<file path="src/rtl/csr_bridge_pkg.sv">
package csr_bridge_pkg;
  localparam int WORD_W    = 64;
  localparam int BYTE_W    = 8;
  localparam int SEL_W     = 3;
  localparam int OP_W      = 2;
  localparam int VALID_POS = 63;
  localparam int RD_POS    = 56;
  localparam int OP_LO     = 58;
  localparam int SEL_LO    = 32;
  localparam logic [WORD_W-1:0] DEFINED_MASK = 64'h8D00_0007_0000_00FF;

  typedef struct packed {
    logic accept;
    logic issue;
    logic finish;
  } bridgeStrobes_t;
endpackage

</file>
<file path="src/rtl/bridge_ctrl.sv">
module bridge_ctrl
  import csr_bridge_pkg::*;
#(
  parameter int ACCESS_CYCLES = 4
) (
  input  logic           clk,
  input  logic           rstN,
  input  logic           hostWrEn,
  input  logic           launchBit,
  output bridgeStrobes_t stb
);
  localparam int CW = (ACCESS_CYCLES > 2) ? $clog2(ACCESS_CYCLES) : 1;
  localparam logic [CW-1:0] CNT_TOP = CW'(ACCESS_CYCLES - 1);

  logic          busyQ;
  logic [CW-1:0] cntQ;

  always_comb begin
    stb.accept = hostWrEn && launchBit && !busyQ;
    stb.issue  = busyQ && (cntQ == CNT_TOP);
    stb.finish = busyQ && (cntQ == '0);
  end

  always_ff @(posedge clk) begin
    if (!rstN) begin
      busyQ <= 1'b0;
      cntQ  <= '0;
    end else if (stb.accept) begin
      busyQ <= 1'b1;
      cntQ  <= CNT_TOP;
    end else if (stb.finish) begin
      busyQ <= 1'b0;
    end else if (busyQ) begin
      cntQ <= cntQ - 1'b1;
    end
  end
endmodule

</file>
<file path="src/rtl/bridge_dp.sv">
module bridge_dp
  import csr_bridge_pkg::*;
(
  input  logic              clk,
  input  logic              rstN,
  input  bridgeStrobes_t    stb,
  input  logic [WORD_W-1:0] hostWrData,
  output logic [WORD_W-1:0] hostRdData,
  output logic              innerWrStb,
  output logic              innerRdStb,
  output logic [OP_W-1:0]   innerOp,
  output logic [SEL_W-1:0]  innerSel,
  output logic [BYTE_W-1:0] innerWrData,
  input  logic [BYTE_W-1:0] innerRdData
);
  logic              validQ;
  logic              rdQ;
  logic [OP_W-1:0]   opQ;
  logic [SEL_W-1:0]  selQ;
  logic [BYTE_W-1:0] byteQ;

  always_ff @(posedge clk) begin
    if (!rstN) begin
      validQ <= 1'b0;
      rdQ    <= 1'b0;
      opQ    <= '0;
      selQ   <= '0;
      byteQ  <= '0;
    end else if (stb.accept) begin
      validQ <= 1'b1;
      rdQ    <= hostWrData[RD_POS];
      opQ    <= hostWrData[OP_LO +: OP_W];
      selQ   <= hostWrData[SEL_LO +: SEL_W];
      byteQ  <= hostWrData[BYTE_W-1:0];
    end else if (stb.finish) begin
      validQ <= 1'b0;
      if (rdQ) byteQ <= innerRdData;
    end
  end

  always_comb begin
    hostRdData                  = '0;
    hostRdData[VALID_POS]       = validQ;
    hostRdData[RD_POS]          = rdQ;
    hostRdData[OP_LO +: OP_W]   = opQ;
    hostRdData[SEL_LO +: SEL_W] = selQ;
    hostRdData[BYTE_W-1:0]      = byteQ;
  end

  assign innerWrStb  = stb.issue && !rdQ;
  assign innerRdStb  = stb.issue && rdQ;
  assign innerOp     = opQ;
  assign innerSel    = selQ;
  assign innerWrData = byteQ;
endmodule

</file>
<file path="src/rtl/indirect_csr_bridge.sv">
module indirect_csr_bridge
  import csr_bridge_pkg::*;
#(
  parameter int ACCESS_CYCLES = 4
) (
  input  logic              clk,
  input  logic              rstN,
  input  logic              hostWrEn,
  input  logic [WORD_W-1:0] hostWrData,
  output logic [WORD_W-1:0] hostRdData,
  output logic              innerWrStb,
  output logic              innerRdStb,
  output logic [OP_W-1:0]   innerOp,
  output logic [SEL_W-1:0]  innerSel,
  output logic [BYTE_W-1:0] innerWrData,
  input  logic [BYTE_W-1:0] innerRdData
);
  bridgeStrobes_t stb;

  bridge_ctrl #(.ACCESS_CYCLES(ACCESS_CYCLES)) u_ctrl (
    .clk      (clk),
    .rstN     (rstN),
    .hostWrEn (hostWrEn),
    .launchBit(hostWrData[VALID_POS]),
    .stb      (stb)
  );

  bridge_dp u_dp (
    .clk        (clk),
    .rstN       (rstN),
    .stb        (stb),
    .hostWrData (hostWrData),
    .hostRdData (hostRdData),
    .innerWrStb (innerWrStb),
    .innerRdStb (innerRdStb),
    .innerOp    (innerOp),
    .innerSel   (innerSel),
    .innerWrData(innerWrData),
    .innerRdData(innerRdData)
  );
endmodule

</file>
<file path="config.mk">
export PLATFORM = sky130hd
export DESIGN_NAME = indirect_csr_bridge
export DESIGN_NICKNAME = d
export VERILOG_FILES = /design/src/rtl/csr_bridge_pkg.sv /design/src/rtl/bridge_ctrl.sv /design/src/rtl/bridge_dp.sv /design/src/rtl/indirect_csr_bridge.sv
export SDC_FILE = /design/constraint.sdc
export NUM_CORES = 1
export LEC_CHECK = 0
export BUFFER_PORTS_ARGS = -buffer_cell sky130_fd_sc_hd__buf_2
export CORE_ASPECT_RATIO = 0.7
export CORE_MARGIN = 2
export CORE_UTILIZATION = 30
export CTS_CLUSTER_DIAMETER = 50
export DETAILED_ROUTE_END_ITERATION = 8
export PLACE_DENSITY = 0.75
export REMOVE_ABC_BUFFERS = 1
export SYNTH_ARGS = -nofsm -noshare
export SYNTH_HDL_FRONTEND = slang
export SYNTH_SLANG_ARGS = --single-unit
</file>
<file path="constraint.sdc">
create_clock -name clk -period 1.75 [get_ports clk]
set_input_delay 0.175 -clock clk [delete_from_list [all_inputs] [get_ports clk]]
set_output_delay 0.175 -clock clk [all_outputs]
set_load 0.01 [all_outputs]
</file>
* Word level (Yosys, flattened, before mapping) *
Cells that the tools add are included.
Widths: inputs -> output; s select.

word-level totals
  word-level logic and storage cells = 31
  flip-flop bits (word level) = 17
  input bits = 75

operators by class
  eq/ne operators = 2
  muxes and demuxes = 8
  reduce and logical (&&, ||, !) cells = 14
  $add $sub $neg = 1

operators with widths
  cell                 number
  $mux 8               3
  $logic_and 1x1->1    6
  $mux 2               3
  $reduce_bool 2->1    3
  $reduce_and 2->1     2
  $eq 2x2->1 const B   1
  $logic_not 1->1      2
  $logic_not 2->1      1
  $mux 1               2
  $ne 2x1->1 const B   1
  $sub 2x1->2 const B  1

* Logic depth before layout (Yosys ltp) *
  word-level depth = 4
  mapped depth = 6
  mapped depth without buffers = 5

* Modules after synthesis *
From an unflattened synthesis, not the netlist that was laid out.

unflattened totals
  cells, all modules = 151
  area, all modules = 1388.8 um2

modules (own cells, without submodules)
  module       cells an instance  times used  area an instance (um2)
  bridge_dp    133                1           1211.2
  bridge_ctrl  18                 1           177.7

* Worst setup path before layout *
OpenSTA, ideal clock, no wires.

  path type = register -> register
  start point = register u_ctrl.cntQ[0]
  end point = register u_dp.byteQ[0] (netlist: u_dp.innerWrData[0])
  slack = 0.544 ns
  buffers on the path = 1
  period minus slack after synthesis = 1.206 ns
  stages on the path, launching flop included = 7
  arrival time = 1.084 ns
  required time = 1.628 ns
  setup time = 0.122 ns
  cells stage by stage = dfxtp_1 inv_1 ha_1 nand3_4 and2_4 buf_6 a21oi_2

on the way
  longest elaborated chain between the ends = 4

RTL lines
  element                      line               text
  start: declaration           bridge_ctrl.sv:16  logic [CW-1:0] cntQ;
  start signal: assignment     bridge_ctrl.sv:34  cntQ <= cntQ - 1'b1;
  $logic_not 2->1              bridge_ctrl.sv:21  stb.finish = busyQ && (cntQ == '0);
  $logic_and 1x1->1            bridge_ctrl.sv:21
  $reduce_bool 2->1 (no line)  -
  $reduce_and 2->1 (no line)   -
  end signal: assignment       bridge_dp.sv:34    byteQ <= hostWrData[BYTE_W-1:0];
  end signal: assignment       bridge_dp.sv:37    if (rdQ) byteQ <= innerRdData;
  end: declaration             bridge_dp.sv:20    logic [BYTE_W-1:0] byteQ;

No other way between the ends.
A chain may end at the register's enable or synchronous reset.

* Worst setup path after layout *
  start point = register u_ctrl.cntQ[0]
  end point = output port innerWrStb

on the way
  longest elaborated chain between the ends = 3

RTL lines
  element            line                       text
  $eq 2x2->1         bridge_ctrl.sv:20          stb.issue = busyQ && (cntQ == CNT_TOP);
  $logic_and 1x1->1  bridge_ctrl.sv:20
  $logic_and 1x1->1  bridge_dp.sv:50            assign innerWrStb = stb.issue && !rdQ;
  end: declaration   indirect_csr_bridge.sv:11  output logic innerWrStb,

No other way between the ends.

==> results.yml <==
outcome:
  status: "finished, final reports clean"
drt:
  ant_nets: 0
  avgRoutedWirePerCell_um: 10.2
  routed-via-count: 900
  routed_wl_um: 2450
  drt_iter0_markers: 22
  first_pass_iters: 4
  vias_per_cell: 3.77
  drcViolationCount: 0
pwr:
  combPwrFrac_pct: 23.5
  clkPwrFrac_pct: 30.9
  power.total_uw: 951
  pwr-share-seq_pct: 45.6
  p_int_uw: 652
  swShare_pct: 31.4
  power_density_nw_per_um2: 720
  p_leak_uw: 0.000714
  netSwitchingPower_uw: 299
  ir_drop_uv: 230
grt:
  grt_pass1_wl_um: 3450
  grt_max_degree: 17
  grt_use_total_pct: 9.56
  antenna_found_initial: 0
  grt_pass1_vias: 754
  grt_overflow_total: 0
timing:
  finClkSkew_ps: 7.37
  fin_crit_ps: 1340
  fmax_mhz: 745
  tns_ps: 0
  hold_violations: 0
  rsz0062_at_grt: "no"
  drv_slew: 0
  fin_crit_sh_pct: 76.7
  setup_viol: 0
cts:
  clk_path_buf_depth: 2
  numCtsBuffers: 3
  postCtsSetupRepairBufs: 0
  cts-root-buf: "clkbuf_8"
  cts_tree: "done"
  htree_num_levels: 1
  clkSinkCount: 17
  cts_resized: 0
  insertion_delay_ps: 250
  clkTransAtPathRegs_ps: 70
  ctsHoldBuffers: 0
floorplan:
  die_x_um: 82.0
  io_pins: 154
  start_util_pct: 32.0
  core_um2: 3990
  fp.dieH_um: 58.6
  die_area_um2: 4800
  rows: 19
yosys:
  synth-seq-cells: 17
  syn_area_um2: 1280
  synth.largest_area_cell: "buf_4"
  synth_ff_type: "dfxtp_1"
  synthMostInstantiatedCell: "buf_4"
  syn_area_per_cell_um2: 8.63
  netlist_top_cells_count: "buf_4 (64), dfxtp_1 (17), nand2_1 (13)"
  synth_cell_type_count: 23
  synthArstFlopShare_pct: 0
  yosysTopAreaCellShare_pct: 37.6
  synth_area_leaders: "buf_4 (38%), dfxtp_1 (27%), a21oi_2 (5.5%)"
  ys_warn_count: 0
  synthCells: 148
  synth_edf_count: 0
  yosysSeqAreaShare_pct: 26.6
critical_path:
  cp_data_required_time_ps: 1570
  startpoint_type: "flop"
  regToRegSetupSlack_ps: 450
  cp.arrival_ps: 1170
  crit_type: "flop to primary output"
  worstPathMaxFanout: 4
  critPathCaptureType: "primary output"
placed_design:
  dpl.hpwl_um: 1980
  gp_congestion: 0.701
  port_buffers: 55
final_layout:
  area_growth_pct: 3.43
  drive_gt1_share_pct: 38.5
  antennaDiodeCount: 0
  nets: 266
run:
  maxCapViolations: 0
hold_path:
  hold_path_class: "input pin to flop"
## layout make-up
cell class              instances  area [um^2]
inverters                      11         41.3
fillers                       436         2670
repair buffers                 55          275
clock inverters                 1         5.00
clock buffers                   3         41.3
flip-flops and latches         17          340
multi-input cells             100          553
well taps                      52         65.1
## worst paths after layout
check | endpoint | from | depth (start not counted)
worst max-delay path | innerWrStb | u_ctrl.cntQ[0] | 4
worst min-delay path | u_dp.innerSel[1] | hostWrData[33] | 3
worst max register to register | u_dp.innerWrData[4] | u_ctrl.cntQ[0] | 5
worst min register to register | u_dp.innerOp[0] | u_dp.innerOp[0] | 2
## flip-flops by register name, summed over array words and instances (netlist names)
signal / flops
u_ctrl.cntQ: 2
u_dp.innerOp: 2
u_dp.innerSel: 3
u_dp.innerWrData: 8
u_dp.rdQ: 1
u_dp.validQ: 1
## cell usage in the layout (no fill, tap or decap), drive strengths merged, types with 2 or more instances in the layout
cell	Yosys	layout
buf	68	55
conb	1	49
dfxtp	17	17
a21oi	15	15
nand2	13	13
inv	10	10
o221ai	8	8
ha	3	3
clkbuf	0	3
nor3	2	2
a211oi	2	2
clkinv	1	2
## worst max-delay path, stage by stage, from the launching register on
cell and delay (ps):
dfxtp_1 380, ha_1 190, nand2_1 70, nor2_1 130
buf_2 150
## power by group through the flow
stage	Combinational [uW]	Sequential, uW	Clock, uW
after global placement	219	442	0
after detailed placement	224	443	0
after global routing	251	438	322
after floorplan	117	462	0
after CTS	225	434	309
final	224	433	294
## per-layer routing
metal,global-route usage [%],part of all wire [%],up-vias
met4,3.57,1.1,0
li1,-,-,445
met2,17.0,53,35
met1,10.7,39,418
met5,0,0,-
met3,3.07,6.7,2
## through the flow
| stage | area, um^2 | util, % | setup slack [ps] | cells | hold slack [ps] |
|---|---|---|---|---|---|
| global route | 1320 | 33.1 | 337 | 239 | 163 |
| global placement | 1270 | 31.9 | 472 | 235 | 418 |
| floorplan | 935 | - | 588 | 128 | 311 |
| finish | 1320 | 33.1 | 407 | 239 | 152 |
| detailed placement | 1270 | 31.9 | 469 | 235 | 423 |
| CTS | 1320 | 33.1 | 401 | 239 | 146 |
## cells by family (layout without fill, tap and decap cells)
family,count (synthesis),after routing,share of synthesized area [%]
AO/OA/AOI/OAI,25,25,14.9
adder cells (fa/ha/maj),3,3,2.94
buffers and inverters,79,70,44.2
flip-flops,17,17,26.6
other,1,49,0.294
AND/OR/NAND/NOR,23,23,11.1
(Power assumes the default switching activity.)
